`config.mk`:
```
export PLATFORM = sky130hd
export DESIGN_NAME = flash_irq_capture
export DESIGN_NICKNAME = d
export VERILOG_FILES = /design/src/rtl/fic_pkg.sv /design/src/rtl/fic_rst_sync.sv /design/src/rtl/fic_edge_detect.sv /design/src/rtl/fic_flag_bank.sv /design/src/rtl/fic_reg_port.sv /design/src/rtl/flash_irq_capture.sv
export SDC_FILE = /design/constraint.sdc
export NUM_CORES = 1
export LEC_CHECK = 0
export BUFFER_PORTS_ARGS = -buffer_cell sky130_fd_sc_hd__buf_4
export CORE_AREA = 2 2 39 41
export DETAILED_ROUTE_END_ITERATION = 6
export DIE_AREA = 0 0 41 43
export MAX_ROUTING_LAYER = met4
export PLACE_DENSITY = 0.77
export SLEW_MARGIN = 20
export SYNTH_ARGS = -nofsm -noshare
export SYNTH_HDL_FRONTEND = slang
export SYNTH_SLANG_ARGS = --single-unit
```
`constraint.sdc`:
```
create_clock -name clk -period 2.1 [get_ports clk]
set_clock_uncertainty 0.2 [all_clocks]
set_input_delay 0.42 -clock clk [delete_from_list [all_inputs] [get_ports clk]]
set_output_delay 0.42 -clock clk [all_outputs]
set_load 0.05 [all_outputs]
```
`src/rtl/fic_pkg.sv`:
```
package fic_pkg;
  localparam int ADDR_W = 3;

  typedef enum logic [ADDR_W-1:0] {
    REG_DONE     = 3'd0,
    REG_DONE_CLR = 3'd1,
    REG_MASK     = 3'd2,
    REG_STAT     = 3'd3,
    REG_STAT_CLR = 3'd4
  } reg_sel_e;
endpackage

```
`src/rtl/fic_rst_sync.sv`:
```
module fic_rst_sync #(
  parameter int STAGES = 2
) (
  input  logic clk,
  input  logic arst_n,
  output logic rst_n_o
);
  logic [STAGES-1:0] shift_q;
  logic [STAGES-1:0] shift_d;

  always_comb shift_d = {shift_q[STAGES-2:0], 1'b1};

  always_ff @(posedge clk or negedge arst_n) begin
    if (!arst_n) shift_q <= '0;
    else         shift_q <= shift_d;
  end

  assign rst_n_o = shift_q[STAGES-1];
endmodule

```
`src/rtl/fic_edge_detect.sv`:
```
module fic_edge_detect #(
  parameter int N_DEV       = 2,
  parameter int SYNC_STAGES = 2
) (
  input  logic             clk,
  input  logic             rst_n,
  input  logic [N_DEV-1:0] pin_i,
  output logic [N_DEV-1:0] rise_o
);
  localparam int LAST = SYNC_STAGES - 1;

  for (genvar g = 0; g < N_DEV; g++) begin : g_dev
    logic [SYNC_STAGES-1:0] sync_q, sync_d;
    logic                   prev_q, prev_d;

    always_comb begin
      sync_d = {sync_q[LAST-1:0], pin_i[g]};
      prev_d = sync_q[LAST];
    end

    always_ff @(posedge clk or negedge rst_n) begin
      if (!rst_n) begin
        sync_q <= '0;
        prev_q <= 1'b0;
      end else begin
        sync_q <= sync_d;
        prev_q <= prev_d;
      end
    end

    assign rise_o[g] = sync_q[LAST] & ~prev_q;
  end
endmodule

```
`src/rtl/fic_flag_bank.sv`:
```
module fic_flag_bank #(
  parameter int N_DEV = 2
) (
  input  logic             clk,
  input  logic             rst_n,
  input  logic [N_DEV-1:0] set_i,
  input  logic             clr_en_i,
  input  logic [N_DEV-1:0] clr_bits_i,
  output logic [N_DEV-1:0] flags_o
);
  logic [N_DEV-1:0] flags_q, flags_d, clr_eff;
  logic             upd_en;

  always_comb begin
    clr_eff = clr_en_i ? clr_bits_i : '0;
    // a set on the same edge as a clear wins
    flags_d = (flags_q & ~clr_eff) | set_i;
    upd_en  = clr_en_i | (|set_i);
  end

  always_ff @(posedge clk or negedge rst_n) begin
    if (!rst_n)      flags_q <= '0;
    else if (upd_en) flags_q <= flags_d;
  end

  assign flags_o = flags_q;
endmodule

```
`src/rtl/fic_reg_port.sv`:
```
module fic_reg_port
  import fic_pkg::*;
#(
  parameter int               N_DEV      = 2,
  parameter logic [N_DEV-1:0] MASK_RESET = '1
) (
  input  logic              clk,
  input  logic              rst_n,
  input  logic              wr_en_i,
  input  logic [ADDR_W-1:0] addr_i,
  input  logic [N_DEV-1:0]  wdata_i,
  input  logic [N_DEV-1:0]  done_i,
  input  logic [N_DEV-1:0]  stat_i,
  output logic [N_DEV-1:0]  mask_o,
  output logic              done_clr_o,
  output logic              stat_clr_o,
  output logic [N_DEV-1:0]  rdata_o
);
  logic [N_DEV-1:0] mask_q;
  logic             mask_we;
  reg_sel_e         sel;

  always_comb begin
    sel        = reg_sel_e'(addr_i);
    mask_we    = wr_en_i && (sel == REG_MASK);
    done_clr_o = wr_en_i && (sel == REG_DONE_CLR);
    stat_clr_o = wr_en_i && (sel == REG_STAT_CLR);
  end

  always_ff @(posedge clk or negedge rst_n) begin
    if (!rst_n)       mask_q <= MASK_RESET;
    else if (mask_we) mask_q <= wdata_i;
  end

  always_comb begin
    case (sel)
      REG_DONE: rdata_o = done_i;
      REG_MASK: rdata_o = mask_q;
      REG_STAT: rdata_o = stat_i;
      default:  rdata_o = '0;
    endcase
  end

  assign mask_o = mask_q;
endmodule

```
`src/rtl/flash_irq_capture.sv`:
```
module flash_irq_capture
  import fic_pkg::*;
#(
  parameter int N_DEV       = 2,
  parameter int SYNC_STAGES = 2
) (
  input  logic              clk,
  input  logic              arst_n,
  input  logic [N_DEV-1:0]  dev_int,
  input  logic              wr_en,
  input  logic [ADDR_W-1:0] addr,
  input  logic [N_DEV-1:0]  wdata,
  output logic [N_DEV-1:0]  rdata,
  output logic              irq
);
  logic             rst_n_sync;
  logic [N_DEV-1:0] edge_hit, done_q, stat_q, mask_q;
  logic [N_DEV-1:0] unmasked, unmasked_prev_q, stat_set;
  logic             done_clr, stat_clr;

  fic_rst_sync #(.STAGES(2)) u_rst (
    .clk(clk), .arst_n(arst_n), .rst_n_o(rst_n_sync)
  );

  fic_edge_detect #(.N_DEV(N_DEV), .SYNC_STAGES(SYNC_STAGES)) u_edge (
    .clk(clk), .rst_n(rst_n_sync), .pin_i(dev_int), .rise_o(edge_hit)
  );

  fic_flag_bank #(.N_DEV(N_DEV)) u_done (
    .clk(clk), .rst_n(rst_n_sync), .set_i(edge_hit),
    .clr_en_i(done_clr), .clr_bits_i(wdata), .flags_o(done_q)
  );

  // second level fires once per rising of the unmasked done flag
  always_comb begin
    unmasked = done_q & ~mask_q;
    stat_set = unmasked & ~unmasked_prev_q;
  end

  always_ff @(posedge clk or negedge rst_n_sync) begin
    if (!rst_n_sync) unmasked_prev_q <= '0;
    else             unmasked_prev_q <= unmasked;
  end

  fic_flag_bank #(.N_DEV(N_DEV)) u_stat (
    .clk(clk), .rst_n(rst_n_sync), .set_i(stat_set),
    .clr_en_i(stat_clr), .clr_bits_i(wdata), .flags_o(stat_q)
  );

  fic_reg_port #(.N_DEV(N_DEV), .MASK_RESET('1)) u_regs (
    .clk(clk), .rst_n(rst_n_sync), .wr_en_i(wr_en), .addr_i(addr),
    .wdata_i(wdata), .done_i(done_q), .stat_i(stat_q), .mask_o(mask_q),
    .done_clr_o(done_clr), .stat_clr_o(stat_clr), .rdata_o(rdata)
  );

  assign irq = |stat_q;
endmodule

```
Yosys cells after proc, flatten, opt, wreduce, memory -nomap -nowiden
Cells that the tools add are included.
{ "totals": {"regBits": 16, "in_bits": 10, "output_inout_bits": 3, "wordCells": 39} }
{ "classes": {"eq_ne": 4, "muxes": 3, "bitwise_logic": 16, "n_reduce_logical": 7} }
{ "ops": {"columns": ["op", "count"], "rows": [
  ["$and 2x2->2", 4],
  ["$not 2->2", 4],
  ["$eq 3x2->1 const B", 2],
  ["$pmux 2 s3", 1],
  ["$reduce_or 2->1", 3],
  ["$mux 2", 2],
  ["$or 2x2->2", 2],
  ["$eq 3x1->1 const B", 1],
  ["$eq 3x3->1 const B", 1],
  ["$logic_and 1x1->1", 3],
  ["$logic_not 3->1", 1],
  ["$and 1x1->1", 2],
  ["$not 1->1", 2],
  ["$or 1x1->1", 2]
]} }

Depth between registers and ports, before layout
Gate-level depths: netlist (run 1).
{ "depth": {"ltp_word": 6, "depth_mapped": 2, "ltp_nobuf": 2} }

Cells and area by module
From an unflattened synthesis (run 1), not the netlist that was laid out.
{ "hier_totals": {"cells_unflattened": 45, "area_unflattened_um2": 653.1} }
{ "modules_own_cells": {"columns": ["mod", "instances", "cells_each", "area_each_um2", "seq_area_each_um2"], "rows": [
  ["fic_reg_port", 1, 15, 182.7, 52.6],
  ["fic_edge_detect", 1, 8, 177.7, 150.1],
  ["fic_flag_bank", 2, 6, 72.6, 50.0],
  ["flash_irq_capture", 1, 7, 93.8, 50.0],
  ["fic_rst_sync", 1, 3, 53.8, 50.0]
]} }

Worst setup path before layout (run 1)
No wires, ideal clock.
{ "synth_timing": {"path_type": "register to output", "startpoint": "register u_regs.mask_q[0] (netlist: u_regs.mask_o[0])", "endpoint": "output port rdata[0]", "arrival_ns": 1.791, "required_time_ns": 1.480, "slack_ns": -0.311, "path_stages_with_launch": 3, "path_buffers": 0, "path_cell_list": "dfstp_2 > mux2i_1 > a211oi_1"} }
{ "synth_via": {"elab_chain_len": 1} }
{ "synth_lines": {"columns": ["item", "line", "rtl"], "rows": [
  ["start, declared", "fic_reg_port.sv:19", "logic [N_DEV-1:0] mask_q;"],
  ["start signal, assigned", "fic_reg_port.sv:32", "else if (mask_we) mask_q <= wdata_i;"],
  ["$pmux 2 s3", "fic_reg_port.sv:36", "case (sel)"],
  ["end, declared", "flash_irq_capture.sv:13", "output logic [N_DEV-1:0] rdata,"]
]} }
Every way passes these cells.

Final worst setup path (run 1)
{ "layout_timing": {"startpoint": "register u_regs.mask_q[1] (netlist: u_regs.mask_o[1])", "endpoint": "output port rdata[1]"} }
The elaborated chain is that of the path after synthesis.

==> results of run 1 <==
state kept, by name (all words and copies together), names as in the netlist:
register and cells:
unmasked_prev_q 2, u_regs.mask_o 2, u_stat.flags_o 2, u_rst.shift_q 2
u_done.flags_o 2, u_edge.g_dev.sync_q 4, u_edge.g_dev.prev_q 2
per-stage QoR:
stage          total power (W)  std cells
5_1_grt               0.000668         81
3_5_place_dp          0.000452         76
6_report              0.000642         81
3_3_place_gp          0.000449         76
4_1_cts               0.000651         81
2_1_floorplan         0.000417         48
cell families after synthesis:
family,after synthesis,synth area share
buffers and inverters,9,0.0529
and+or+nand+nor,10,0.129
muxes,4,0.0784
DFF,16,0.631
AOI/OAI and AO/OA,8,0.102
other,1,0.00588
power groups by stage:
stage	combinational (W)	clock, W	sequential [W]
after floorplan	0.0000575	0	0.000360
after global routing	0.0000933	0.000211	0.000364
final	0.0000868	0.000195	0.000360
after detailed placement	0.0000855	0	0.000367
after CTS	0.0000875	0.000203	0.000360
after global placement	0.0000826	0	0.000366
metal layers:
layer | global-route usage | share of wire | up-vias
met2 | 0.219 | 0.47 | 10
met5 | - | 0 | -
met4 | 0.100 | 0.0093 | 0
met1 | 0.182 | 0.47 | 197
li1 | - | - | 196
met3 | 0.0314 | 0.050 | 2
worst max-delay path by stage:
stage / startpoint / endpoint / slack, ns
after floorplan: u_regs.mask_o[0]$_DFFE_PN1P_ / rdata[0] / 0.15
after global placement: addr[1] / rdata[1] / 0.34
after detailed placement: addr[1] / rdata[1] / 0.34
after CTS: u_regs.mask_o[1]$_DFFE_PN1P_ / rdata[1] / 0.10
after global routing: u_regs.mask_o[1]$_DFFE_PN1P_ / rdata[1] / 0.06
final: u_regs.mask_o[1]$_DFFE_PN1P_ / rdata[1] / 0.12
cells in the final DEF, fill, tap and decap left out:
| master | netlist | routed |
|---|---|---|
| mux2i_1 | 2 | 2 |
| nand2b_1 | 6 | 6 |
| clkbuf_8 | 0 | 1 |
| and4bb_1 | 2 | 2 |
| a211oi_2 | 0 | 2 |
| conb_1 | 1 | 1 |
| dfstp_2 | 2 | 2 |
| mux2_4 | 2 | 2 |
| dfrtp_1 | 14 | 14 |
| clkbuf_4 | 0 | 3 |
| and4bb_4 | 1 | 1 |
| nand2_1 | 1 | 1 |
| dlygate4sd3_1 | 0 | 1 |
| a21boi_0 | 2 | 2 |
| buf_4 | 0 | 12 |
| inv_1 | 9 | 9 |
| o221ai_1 | 4 | 4 |
cell type report:
| class | count | area [um2] |
|---|---|---|
| timing repair buffer | 13 | 100 |
| multi-input combinational | 23 | 211 |
| fill | 117 | 579 |
| tap | 16 | 20.0 |
| clock buffer | 4 | 36.3 |
| sequential | 16 | 403 |
| inverter | 9 | 33.8 |
repair_timing:
action,4_1_cts,5_1_grt
resized for setup,0,0
hold endpoints to repair,2,0
hold buffers,1,0
==> impl_results.md, run 1 <==
- Layout cells sized above 1: 0.354
- Maximum vdd drop: ~430 uV
- Critical Path Start Type: flip-flop
- Power per cell area: approximately 800 nW/um2
- Root Driver: clkbuf_4
- Comb pwr share: 0.135
- WP data required: 1.48 ns
- Final HPWL DP: between 800 and 900 um
- Ys async rst share: 1.00
- Synthesized netlist cell count: between 40 and 50
- Critical path, cell by cell: mux2i_1 -> a211oi_2 -> buf_4
- Critical path arrival: approximately 1.4 ns
- GR Util All Layers: 0.151
- Gpl congestion: 0.733
- Pin count of the biggest net entering global routing: 15
- Mapped Nets: 58
- Measured slew at the worst slew-check pin: 0.565 ns
- Worst hold slack: approximately 0.035 ns
- Count of final setup violators: 0
- # DRC: 0
- Post-route cell area: approximately 800 um2
- Clk_lat worst skew: around 0.27 ns
- Wirelength per Cell: about 13 um
- Buffers inserted by post-CTS timing repair: 0
- Fin. max-slew vios: 0
- Routed wire length: around 1100 um
- Antenna Nets Post-Route: 0
- Final Critical Period: 1.98 ns
- Post-synth top area share: 0.549
- Primary FF master, synth: dfrtp_1
- Final period util: 0.944
- Crit-path leading delay family: flip-flops
- FF-to-FF path depth: 2
- Crit. End Element: output pin
- Die ar.: ~1800 um2
- Setup tns final: 0 ns
- FF+latch count, synth: 16
- Top-count cell post-synth: dfrtp_1
- Switching Share: 0.232
- CTS tree: built
- Core region area: around 1400 um2
- Final core utilization: 0.581
- Top area cells in the synthesized netlist: dfrtp_1 55%, dfstp_2 8.2%, nand2b_1 5.9%
- Fmax: slightly above 0.5 GHz
- # diodes: 0
- Synth cell count leaders: 14 x dfrtp_1, 9 x inv_1, 6 x nand2b_1
- Post-synth EDFFs: 0
- Longest Clk Path Bufs: 2
- Antenna violations before repair: 0
- Vias in the first global route: between 400 and 500
- R2r setup slk: just under 1 ns
- Clock share of power: 0.304
- LEAKAGE: about 0.40 nW
- Crit-path max cell delay: 0.55 ns
- Maxcap violations: 0
- Initial Util: 0.461
- Synth Area per Inst: around 13 um2
- Critical Path Slowest Stage Cell: dfstp_2
- Global-route wire length before repair: roughly 1700 um
- IO Count: 13
- Synthesis Warnings: 0
- Relative slew slack: 0.623
- Initial DRC count: 4
- Reg-to-Reg End: u_stat.flags_o[1]$_DFFE_PN0P_
- Clk sinks: 16
- Port bufs: 12
- Setup CP Type: reg -> out
- Post-synthesis cell area: approximately 640 um2
- Buffers and inverters on the worst path: 1
- Psw: around 0.00015 W
- Register area share after synthesis: 0.631
- Cell accounting for the most synthesized area: dfrtp_1
- Internal: between 0.0004 and 0.0005 W
- Sequential cell fraction of total power: 0.561
- Via-to-Cell Ratio: roughly 5
- H-Tree Level Count: 1
- Area Growth Syn to Fin: 26.1%
- DR pass1 iterations: 2
- Setup WS pre-CTS: 0.336 ns
- CP Depth: 3
- Crit-path max FO: 3
- Nets: between 70 and 80
- Via count: just over 400
- Distinct cell type count after synthesis: 13
- Row cnt: 14
- Worst r2r src: u_regs.mask_o[1]$_DFFE_PN1P_
- Run status: complete, no violations
- Endpoints failing hold: 0
- Total gr overflow: 0
- RSZ-0062 raised after global routing: false
- Post-DP Area: 758 um2
- Clock Pin Slew Worst Setup and Hold Paths: roughly 0.09 ns
- Fin worst setup slack: around 0.12 ns
- Chip Width: approximately 41 um
- Worst min path class: reg -> async
- Num CTS Buffers: 3
- Chip Height: between 40 and 50 um
Note: power is estimated with default switching activity, not from simulation.
==> run 2, diff against run 1 <==
HOLD_SLACK_MARGIN = 0.08   (was default)
==> run 2 against run 1 <==
Compared with the run above: final cell count rose by 4.9%; fmax barely moved; global-route usage rose by 1.1 points; design area rose by 5.0%; flip-flop and latch count did not move; worst setup slack barely moved; sequential share of layout area fell by 2.4 points; die area did not move; combinational power rose by 13%; worst hold slack improved by 0.12 ns.
==> impl_results.md, run 2 (same netlist as run 1, synthesis figures left out) <==
- Hold Crit Endpoint: u_rst.shift_q[1]$_DFF_PN0_
- Fin worst setup slack: between 0.1 and 0.15 ns
- Non-Filler Instances: 85
- Buffers inserted by post-CTS timing repair: 0
- Most frequent cells in the layout: 14 x dfrtp_1, 12 x buf_4, 9 x inv_1, 6 x nand2b_1, 5 x dlygate4sd3_1
- Measured slew at the worst slew-check pin: 0.552 ns
- Worst hold path depth: 0
- Vias in the first global route: 463
- Root Driver: clkbuf_4
- Gpl congestion: roughly 0.73
- Routed wire length: approximately 1200 um
- H-Tree Level Count: 1
- Layout cells sized above 1: 0.333
- Maxcap violations: 0
- Antenna violations before repair: 0
- Initial DRC count: 5
- Chip Width: around 41 um
- Wirelength per Cell: around 14 um
- Endpoints failing hold: 0
- Chip Height: approximately 43 um
- Reg-to-Reg End: u_edge.g_dev[1].prev_q$_DFF_PN0_
- Pin count of the biggest net entering global routing: 13
- Clk sinks: 16
- Filler instances: 114
- Setup tns final: 0 ns
- LEAKAGE: 0.419 nW
- Most common cell after layout, fill and taps aside: dfrtp_1
- CTS tree: built
- Clk_lat worst skew: between 0.2 and 0.3 ns
- Num CTS Buffers: 3
- Setup WS pre-CTS: around 0.34 ns
- DR pass1 iterations: 2
- # diodes: 0
- Initial Util: 0.461
- DP Cell Count: 76
- Count of final setup violators: 0
- Worst r2r src: u_rst.shift_q[1]$_DFF_PN0_
- R2r setup slk: around 0.75 ns
- Area Growth Syn to Fin: 32.4%
- Relative slew slack: 0.631
- Die ar.: 1760 um2
- Setup CP Type: reg -> out
- # DRC: 0
- Critical Path Start Type: flip-flop
- Antenna Nets Post-Route: 0
- GR Util All Layers: 0.162
- Fin. max-slew vios: 0
- Via-to-Cell Ratio: roughly 5.0
- RSZ-0062 raised after global routing: false
- FF-to-FF path depth: 1
- Worst min path class: reg -> reg
- Longest Clk Path Bufs: 2
- IO Count: 13
- Clock Pin Slew Worst Setup and Hold Paths: ~0.09 ns
- Run status: complete, no violations
- Worst hold path startpoint: u_rst.shift_q[0]$_DFF_PN0_
- Global-route wire length before repair: around 1800 um
- Biggest register: u_edge.g_dev.sync_q
- Fmax: 0.504 GHz
- Power per cell area: 769 nW/um2
- Row cnt: 14
- Total gr overflow: 0
- Nets: 80
- Final period util: 0.944
- Maximum vdd drop: ~430 uV
- Crit-path max FO: 3
- WP data required: around 1.5 ns
- Crit. End Element: output pin
- Final HPWL DP: about 800 um
- Via count: 422
- Max reg flops: 4
- Core region area: approximately 1400 um2
- Port bufs: 12
- Final Critical Period: between 1.5 and 2 ns
- Critical path arrival: roughly 1.4 ns
-- run 2: cell count changes in the layout (fill, tap and decap cells not counted) --
| cell | delta |
|---|---|
| dlygate4sd3_1 | +4 |
-- run 2: through the flow --
| stage | utilization | total power (W) | hold WS [ns] | area [um2] |
|---|---|---|---|---|
| after floorplan | - | 0.000417 | -0.0756 | 648 |
| after global placement | 0.548 | 0.000449 | 0.00264 | 758 |
| after detailed placement | 0.548 | 0.000452 | 0.00271 | 758 |
| after CTS | 0.610 | 0.000657 | 0.165 | 845 |
| after global routing | 0.610 | 0.000675 | 0.171 | 845 |
| final | 0.610 | 0.000650 | 0.159 | 845 |
-- run 2: critical path, cell delays in order (launching register included) --
cell,delay [ns]
dfstp_2,0.55
mux2i_1,0.08
a211oi_2,0.23
buf_4,0.23
-- run 2: power by group --
group / internal, W / total, W / switching, W / leakage [nW]
clock network: 0.000105 / 0.000196 / 0.0000911 / 0.0210
registers: 0.000341 / 0.000355 / 0.0000135 / 0.173
logic: 0.0000509 / 0.0000981 / 0.0000472 / 0.225
-- run 2: routing by layer --
metal | up-vias | global-route usage | share of wire
li1 | 204 | - | -
met3 | 2 | 0.0314 | 0.045
met4 | 0 | 0.100 | 0.0086
met5 | - | - | 0
met2 | 10 | 0.253 | 0.49
met1 | 206 | 0.179 | 0.46
-- run 2: layout make-up --
cell class | instances | area, um2 | share of cell area
inverter | 9 | 33.8 | 0.0400
timing repair buffer | 17 | 140 | 0.166
multi-input combinational | 23 | 211 | 0.250
tap | 16 | 20.0 | 0.0237
clock buffer | 4 | 36.3 | 0.0430
sequential | 16 | 403 | 0.477
-- run 2: what timing repair did --
item	4_1_cts	5_1_grt
hold buffers	5	0
resized for setup	0	0
endpoints found under the hold margin	16	0
-- run 2: how the worst max path moves through the flow --
| stage | from | endpoint | slack, ns | cells after the start |
|---|---|---|---|---|
| after floorplan | u_regs.mask_o[0]$_DFFE_PN1P_ | rdata[0] | 0.15 | 2 |
| after global placement | addr[1] | rdata[1] | 0.34 | 4 |
| after detailed placement | addr[1] | rdata[1] | 0.34 | 4 |
| after CTS | u_regs.mask_o[1]$_DFFE_PN1P_ | rdata[1] | 0.10 | 3 |
| after global routing | u_regs.mask_o[1]$_DFFE_PN1P_ | rdata[1] | 0.06 | 3 |
| final | u_regs.mask_o[1]$_DFFE_PN1P_ | rdata[1] | 0.12 | 3 |
